## config.mk

```make
export PLATFORM = sky130hd
export DESIGN_NAME = tick_prescaler_top
export DESIGN_NICKNAME = d
export VERILOG_FILES = /design/src/rtl/tick_pkg.sv /design/src/rtl/tick_regs.sv /design/src/rtl/tick_accum.sv /design/src/rtl/tick_counter.sv /design/src/rtl/tick_prescaler_top.sv
export SDC_FILE = /design/constraint.sdc
export NUM_CORES = 1
export LEC_CHECK = 0
export ABC_AREA = 1
export BUFFER_PORTS_ARGS = -buffer_cell sky130_fd_sc_hd__buf_2
export CORE_MARGIN = 2
export CORE_UTILIZATION = 61
export CTS_BUF_LIST = sky130_fd_sc_hd__clkbuf_4 sky130_fd_sc_hd__clkbuf_8
export CTS_CLUSTER_DIAMETER = 120
export DETAILED_ROUTE_END_ITERATION = 16
export GPL_TIMING_DRIVEN = 0
export PLACE_DENSITY = 0.8
export SYNTH_ARGS = -nofsm -noshare
export SYNTH_HDL_FRONTEND = slang
export SYNTH_SLANG_ARGS = --single-unit
```

## constraint.sdc

```tcl
create_clock -name clk -period 2.7 [get_ports clk]
set_input_delay 0.135 -clock clk [delete_from_list [all_inputs] [get_ports clk]]
set_output_delay 0.135 -clock clk [all_outputs]
set_load 0.01 [all_outputs]
```

## src/rtl/tick_pkg.sv

```systemverilog
package tick_pkg;

    localparam int DATA_W = 32;
    localparam int CNT_W  = 64;
    localparam int ADDR_W = 4;

    localparam logic [ADDR_W-1:0] ADDR_CTRL  = 4'h0;
    localparam logic [ADDR_W-1:0] ADDR_DIV   = 4'h8;
    localparam int                CTRL_SRC_BIT  = 8;
    localparam int                CTRL_STEP_BIT = 9;
    localparam logic [DATA_W-1:0] UNITY_DIV = {1'b1, {(DATA_W-1){1'b0}}};

    typedef struct packed {
        logic step_dbl;
        logic src_alt;
    } ctrl_t;

    function automatic logic [DATA_W-1:0] clamp_div(input logic [DATA_W-1:0] v);
        return (v < UNITY_DIV) ? UNITY_DIV : v;
    endfunction

    function automatic logic [1:0] step_of(input ctrl_t c);
        return c.step_dbl ? 2'd2 : 2'd1;
    endfunction

endpackage

```

## src/rtl/tick_regs.sv

```systemverilog
module tick_regs
    import tick_pkg::*;
#(
    parameter int AW = ADDR_W,
    parameter int DW = DATA_W
) (
    input  logic          clk,
    input  logic          rst,
    input  logic          wr_en,
    input  logic [AW-1:0] wr_addr,
    input  logic [DW-1:0] wr_data,
    output ctrl_t         ctrl_o,
    output logic [DW-1:0] div_o,
    output logic          div_wr_o
);

    logic ctrl_hit;
    logic div_hit;

    assign ctrl_hit = wr_en && (wr_addr == ADDR_CTRL);
    assign div_hit  = wr_en && (wr_addr == ADDR_DIV);
    assign div_wr_o = div_hit;

    always_ff @(posedge clk) begin
        if (rst) begin
            ctrl_o <= '0;
            div_o  <= UNITY_DIV;
        end else begin
            if (ctrl_hit) begin
                ctrl_o.step_dbl <= wr_data[CTRL_STEP_BIT];
                ctrl_o.src_alt  <= wr_data[CTRL_SRC_BIT];
            end
            if (div_hit) begin
                div_o <= clamp_div(wr_data);
            end
        end
    end


    div_min_chk: assert property (@(posedge clk) disable iff (rst)
        div_o >= UNITY_DIV);

endmodule

```

## src/rtl/tick_accum.sv

```systemverilog
module tick_accum
    import tick_pkg::*;
#(
    parameter int DW = DATA_W
) (
    input  logic          clk,
    input  logic          rst,
    input  logic          en_i,
    input  logic          clr_i,
    input  logic [DW-1:0] div_i,
    output logic          tick_o
);

    localparam logic [DW:0] INC = {2'b01, {(DW-1){1'b0}}};

    logic [DW-1:0] acc_q;
    logic [DW:0]   sum;
    logic          fire;

    assign sum  = {1'b0, acc_q} + INC;
    assign fire = (sum >= {1'b0, div_i});

    always_ff @(posedge clk) begin
        if (rst) begin
            acc_q  <= '0;
            tick_o <= 1'b0;
        end else if (clr_i) begin
            acc_q  <= '0;
            tick_o <= 1'b0;
        end else if (en_i) begin
            acc_q  <= fire ? DW'(sum - {1'b0, div_i}) : sum[DW-1:0];
            tick_o <= fire;
        end else begin
            tick_o <= 1'b0;
        end
    end


    tick_src_chk: assert property (@(posedge clk) disable iff (rst)
        tick_o |-> $past(en_i && !clr_i));


    acc_bound_chk: assert property (@(posedge clk) disable iff (rst)
        acc_q < div_i);


    clr_no_tick_chk: assert property (@(posedge clk) disable iff (rst)
        clr_i |=> !tick_o);

endmodule

```

## src/rtl/tick_counter.sv

```systemverilog
module tick_counter
    import tick_pkg::*;
#(
    parameter int CW = CNT_W
) (
    input  logic          clk,
    input  logic          rst,
    input  logic          tick_i,
    input  logic [1:0]    step_i,
    output logic [CW-1:0] count_o
);

    always_ff @(posedge clk) begin
        if (rst) begin
            count_o <= '0;
        end else if (tick_i) begin
            count_o <= count_o + CW'(step_i);
        end
    end


    cnt_step_chk: assert property (@(posedge clk) disable iff (rst)
        tick_i |=> (count_o == $past(count_o) + CW'($past(step_i))));


    cnt_hold_chk: assert property (@(posedge clk) disable iff (rst)
        !tick_i |=> $stable(count_o));

endmodule

```

## src/rtl/tick_prescaler_top.sv

```systemverilog
module tick_prescaler_top
    import tick_pkg::*;
#(
    parameter int AW = ADDR_W,
    parameter int DW = DATA_W,
    parameter int CW = CNT_W
) (
    input  logic          clk,
    input  logic          rst,
    input  logic          wr_en,
    input  logic [AW-1:0] wr_addr,
    input  logic [DW-1:0] wr_data,
    input  logic          ref_en,
    input  logic          alt_en,
    output logic          tick,
    output logic [1:0]    step,
    output logic [CW-1:0] count
);

    ctrl_t         ctrl;
    logic [DW-1:0] div_val;
    logic          div_wr;
    logic          src_en;

    assign src_en = ctrl.src_alt ? alt_en : ref_en;
    assign step   = step_of(ctrl);

    tick_regs #(.AW(AW), .DW(DW)) u_regs (
        .clk      (clk),
        .rst      (rst),
        .wr_en    (wr_en),
        .wr_addr  (wr_addr),
        .wr_data  (wr_data),
        .ctrl_o   (ctrl),
        .div_o    (div_val),
        .div_wr_o (div_wr)
    );

    tick_accum #(.DW(DW)) u_accum (
        .clk    (clk),
        .rst    (rst),
        .en_i   (src_en),
        .clr_i  (div_wr),
        .div_i  (div_val),
        .tick_o (tick)
    );

    tick_counter #(.CW(CW)) u_cnt (
        .clk     (clk),
        .rst     (rst),
        .tick_i  (tick),
        .step_i  (step),
        .count_o (count)
    );


    src_gate_chk: assert property (@(posedge clk) disable iff (rst)
        (!ref_en && !alt_en) |=> !tick);

endmodule

```

### Yosys cells after proc, flatten, opt, wreduce, memory -nomap -nowiden

Index checks and enable logic that the tools add are counted.

| cells by class | value |
|---|---|
| reduce and logical (&&, ||, !) cells | 5 |
| mux-type cells | 4 |
| $lt $le $gt $ge | 2 |
| equal/unequal tests | 1 |
| bitwise logic cells | 1 |
| add/subtract/negate cells | 3 |

Operators with widths:

| cell | number |
|---|---|
| adder 64 x 2 -> 64 bit | 1 |
| two-way mux 32 bit | 2 |
| adder 32 x 32 -> 33 bit, second input constant | 1 |
| >= comparator 33 x 32 -> 1 bit | 1 |
| < comparator 32 bit, second input constant | 1 |
| subtractor 32 bit | 1 |
| == test 4 bit, second input constant | 1 |
| logical NOT 4 bit | 1 |
| OR reduction 3 bit | 1 |
| logical AND 1 bit | 2 |
| two-way mux 2 bit | 1 |
| OR reduction 2 bit | 1 |
| two-way mux 1 bit | 1 |
| NOT 1 bit | 1 |

| storage, ports and cells | value |
|---|---|
| logic and storage cells | 22 |
| output and inout port bits | 67 |
| bits in registers | 131 |
| bits of input ports | 41 |

### Logic depth before layout (Yosys ltp)

| depth | value |
|---|---|
| depth after elaboration | 3 |
| gate-level depth with buffers | 17 |

### Modules after synthesis

A second synthesis with hierarchy kept.

| unflattened totals | value |
|---|---|
| cell total of the unflattened synthesis | 1630 |
| area, all modules | 9572.9 um^2 |

Modules (own cells, without submodules):

| module | sequential area each (um^2) | times used | area an instance (um^2) | cells an instance |
|---|---|---|---|---|
| tick_accum | 660.6 | 1 | 3963.8 | 691 |
| tick_counter | 1281.2 | 1 | 3862.5 | 644 |
| tick_regs | 660.6 | 1 | 1727.9 | 290 |
| tick_prescaler_top | 0.0 | 1 | 18.8 | 5 |

### Worst setup path before layout

No wires, ideal clock.

| path | value |
|---|---|
| path type | register to register |
| start point | register u_regs.ctrl_o[1] (netlist name) |
| end point | register u_cnt.count_o[30] |
| data arrival time | 2.136 ns |
| clock period less this slack | 2.256 ns |
| required time | 2.581 ns |
| slack | 0.444 ns |
| stages on the path, launching flop included | 13 |
| cell sequence | dfxtp_1 > inv_1 > ha_1 > inv_1 > fa_1 > inv_1 > nand3_1 > nor2_1 > nand4_1 > nor2_1 > nand3_1 > o21ai_0 > a21oi_1 |

| between the ends | value |
|---|---|
| cells in the longest elaborated chain, start to end | 2 |

RTL lines:

| item | line | RTL |
|---|---|---|
| from (decl) | tick_regs.sv:12 | `output ctrl_t ctrl_o,` |
| two-way mux 2 bit | tick_pkg.sv:23 | `return c.step_dbl ? 2'd2 : 2'd1;` |
| net step[0] | tick_prescaler_top.sv:16 | `output logic [1:0] step,` |
| adder 64 x 2 -> 64 bit | tick_counter.sv:17 | `count_o <= count_o + CW'(step_i);` |
| to (signal assigned) | tick_counter.sv:17 |  |
| to (decl) | tick_counter.sv:10 | `output logic [CW-1:0] count_o` |

The timed path passes the listed nets, and every way through them passes these cells.
A chain may end at the register's enable or synchronous reset.

### Worst setup path after layout

| path | value |
|---|---|
| start point | register u_regs.ctrl_o[1] (netlist name) |
| end point | register u_cnt.count_o[54] |

| between the ends | value |
|---|---|
| cells in the longest elaborated chain, start to end | 2 |

RTL lines:

| item | line |
|---|---|
| two-way mux 2 bit | tick_pkg.sv:23 |
| adder 64 x 2 -> 64 bit | tick_counter.sv:17 |

No other way between the ends.

==> qor.yml <==
status: "finished clean"
wl_per_cell_um: 15.3
antennaDiodeCount: 0
slew_headroom_pct: 20.8
preCtsSetupSlack_ns: -0.0285
core_area_mm2: 0.0138
period_needed_ns: 2.49
num_io_pins: 108
slew_viol_final: 0
p_switching_mw: 5.45
clock_latency_ns: 0.46
crit_type: "reg2reg"
avgSynthCellArea_um2: 6.14
fin_skew_ns: 0.0111
yosysSeqAreaShare_pct: 30.5
start_kind: "flip-flop"
nNetsFinal: 1623
cts_max_path_buffers: 2
p_leak_nw: 4.76
synthCells: 1392
synthesis.nets: 1468
clkTransAtPathRegs_ns: 0.07
ys_warn_count: 0
path_buf_inv: 6
crit_top_cell: "inv_1"
place_hpwl_mm: 20.3
start_util_pct: 62.0
holdWs_ns: 0.0192
period_share_pct: 92.3
antenna_left: 0
cts.sinks: 130
synth.distinct_cells: 40
async_flop_share_pct: 0
final_cell_area_mm2: 0.0100
placed_area_mm2: 0.00930
intPower_mw: 5.56
rsz0062_at_grt: "no"
fmax_mhz: 401
numCtsBuffers: 17
combPwrFrac_pct: 62.3
required_ns: 3.10
fp.dieW_um: 122
max_stage_delay_ns: 0.42
hold_viol_final: 0
syn-cell-area_mm2: 0.00854
switching_share_pct: 49.5
place.gp.congestion: 0.998
p_clk_share_pct: 16.6
worstMarginPinSlew_ns: 1.18
layout_setup_ws_ns: 0.209
grt_max_degree: 17
maxCapViolCount: 0
remaining_drc_errors: 0
timing.setup.tns_ns: 0
p_seq_share_pct: 21.0
grt_pass1_wl_mm: 42.7
placementRows: 43
cellPowerDensity_mw_per_mm2: 1100
cts_tree: "done"
synth_edf_count: 0
grt_pass1_vias: 8965
fp.dieH_um: 122
routed_wl_mm: 26.6
synth_top_flop_cell: "dfxtp_1"
areaGrowthSynthToFinish_pct: 17.6
setup_viol: 0
cp_top_family: "simple AND/OR/NAND/NOR gates"
grt-ovfl-total: 0
grt.total_usage_pct: 36.5
vias: 9538
rrSetupSlack_ns: 0.21
antenna_found_initial: 0
portBuffers: 107
die_area_mm2: 0.0150
drtPass1Iterations: 6
crit_chain: "inv_2 -> ha_1 -> inv_1 -> fa_1 -> inv_1 -> nand3_2 -> nor2_2 -> nand4_1 -> inv_1 -> nand4_1 -> buf_4 -> nor2_2 -> nand2_1 -> nand2_1 -> inv_1 -> nor2_1"
slowest_stage: "fa_1"
peakVddDrop_v: 0.000963
synth-seq-cells: 130
crit_fanout: 4
cp.arrival_ns: 2.89
end_kind: "flip-flop"
drive_gt1_share_pct: 12.3
via_per_inst: 5.48
h-tree-depth: 4
cts-root-buf: "clkbuf_8"
drt-initial-drc-count: 765
worstHoldPathType: "in2reg"
power groups by stage:
| stage | clock network (mW) | logic [mW] | registers (mW) |
|---|---|---|---|
| after floorplan | 0 | 5.23 | 2.33 |
| after global placement | 0 | 6.61 | 2.35 |
| after detailed placement | 0 | 6.70 | 2.36 |
| after CTS | 1.84 | 6.77 | 2.32 |
| after global routing | 1.90 | 7.90 | 2.35 |
| final | 1.83 | 6.87 | 2.32 |
per-stage QoR:
stage	cells	power (mW)	util (%)
after floorplan	1392	7.56	-
after global placement	1679	8.96	67.5
after detailed placement	1679	9.06	67.5
after CTS	1738	10.9	72.7
after global routing	1739	12.1	72.9
final	1739	11.0	72.9
registers in the layout (all words and copies together), names as in the netlist:
register,cells
u_cnt.count_o,64
u_accum.acc_q,32
u_regs.div_o,31
u_regs.ctrl_o,2
u_accum.tick_o,1
cell type report:
class | instances | area [um2]
Inverter | 229 | 860
Buffer | 31 | 145
Sequential cell | 130 | 2600
Clock inverter | 8 | 126
Timing Repair Buffer | 136 | 821
Clock buffer | 23 | 304
Multi-Input combinational cell | 1002 | 4960
Tap cell | 180 | 225
Fill cell | 1228 | 3730
timing repair:
item / in CTS / in global routing
hold endpoints to repair: 29 / 0
gates resized for setup: 1 / 8
hold buffers: 27 / 0
buffers inserted: 1 / 1
setup endpoints to repair: 2 / 12
pin swaps: 0 / 2
Yosys cell counts, types with 17 or more instances:
cell type / number / share of area (%)
nand3_1: 109 / 6.4
o22ai_1: 30 / 2.2
o21ai_0: 34 / 2.0
nor3_1: 43 / 2.5
nand4_1: 34 / 2.5
clkbuf_1: 19 / 0.84
nor2_2: 26 / 1.9
dfxtp_1: 130 / 30
nor2_1: 171 / 7.5
inv_1: 227 / 10
a21oi_1: 53 / 3.1
ha_1: 33 / 4.8
nand2_1: 384 / 17
xnor2_1: 17 / 1.7
final timing paths:
kind | to | start | cells after the start
hold / removal | u_regs.div_o[8]$_SDFFE_PP0P_ | wr_data[31] | 3
setup / recovery | u_cnt.count_o[54]$_SDFFE_PP0P_ | u_regs.ctrl_o[1]$_SDFFE_PP0P_ | 16
setup reg to reg | u_cnt.count_o[54]$_SDFFE_PP0P_ | u_regs.ctrl_o[1]$_SDFFE_PP0P_ | 16
hold reg to reg | u_regs.ctrl_o[0]$_SDFFE_PP0P_ | u_regs.ctrl_o[0]$_SDFFE_PP0P_ | 2
layer usage:
layer	track usage [%]	part of all wire, %	wire length [um]	vias up
met4	21.0	5.1	1350	0
met1	43.3	41	10900	4278
met2	62.4	48	12600	416
met5	0	0	0	-
li1	-	-	-	4734
met3	5.72	6.6	1750	110
kinds of logic after synthesis:
family	count (synthesis)	synth area share, %
adder cells (fa/ha/maj)	35	5.30
XOR/XNOR	29	2.97
buffers and inverters	260	11.8
AND/OR/NAND/NOR	809	41.2
flip-flops	130	30.5
AO/OA/AOI/OAI	129	8.31
worst register-to-register path: cells and delay by family (launching register included):
kind,cells,cell delay (ns)
buffers and inverters,6,0.59
flip-flops,1,0.33
adder cells (fa/ha/maj),2,0.59
AND/OR/NAND/NOR,8,0.92
cell usage in the layout, fill, tap and decap left out, types with 3 or more instances in the layout:
cell type / n
nand2_1: 383
o21a_1: 3
inv_2: 3
ha_1: 33
dfxtp_1: 130
nand3b_1: 8
xor2_1: 12
nand4_1: 34
dlygate4sd3_1: 27
a31oi_1: 4
clkbuf_1: 19
nand2_2: 4
buf_4: 4
bufinv_16: 3
nor2_1: 167
xnor2_1: 17
o22ai_1: 30
buf_1: 6
clkbuf_8: 21
and3_1: 3
and2_1: 10
nand3_1: 108
nor3_1: 42
inv_1: 226
nor2_2: 29
nor4_1: 7
clkinv_4: 3
nor3b_1: 4
o21ai_0: 34
buf_2: 109
a21oi_1: 53
No activity file was read; power rests on OpenSTA's default activity.
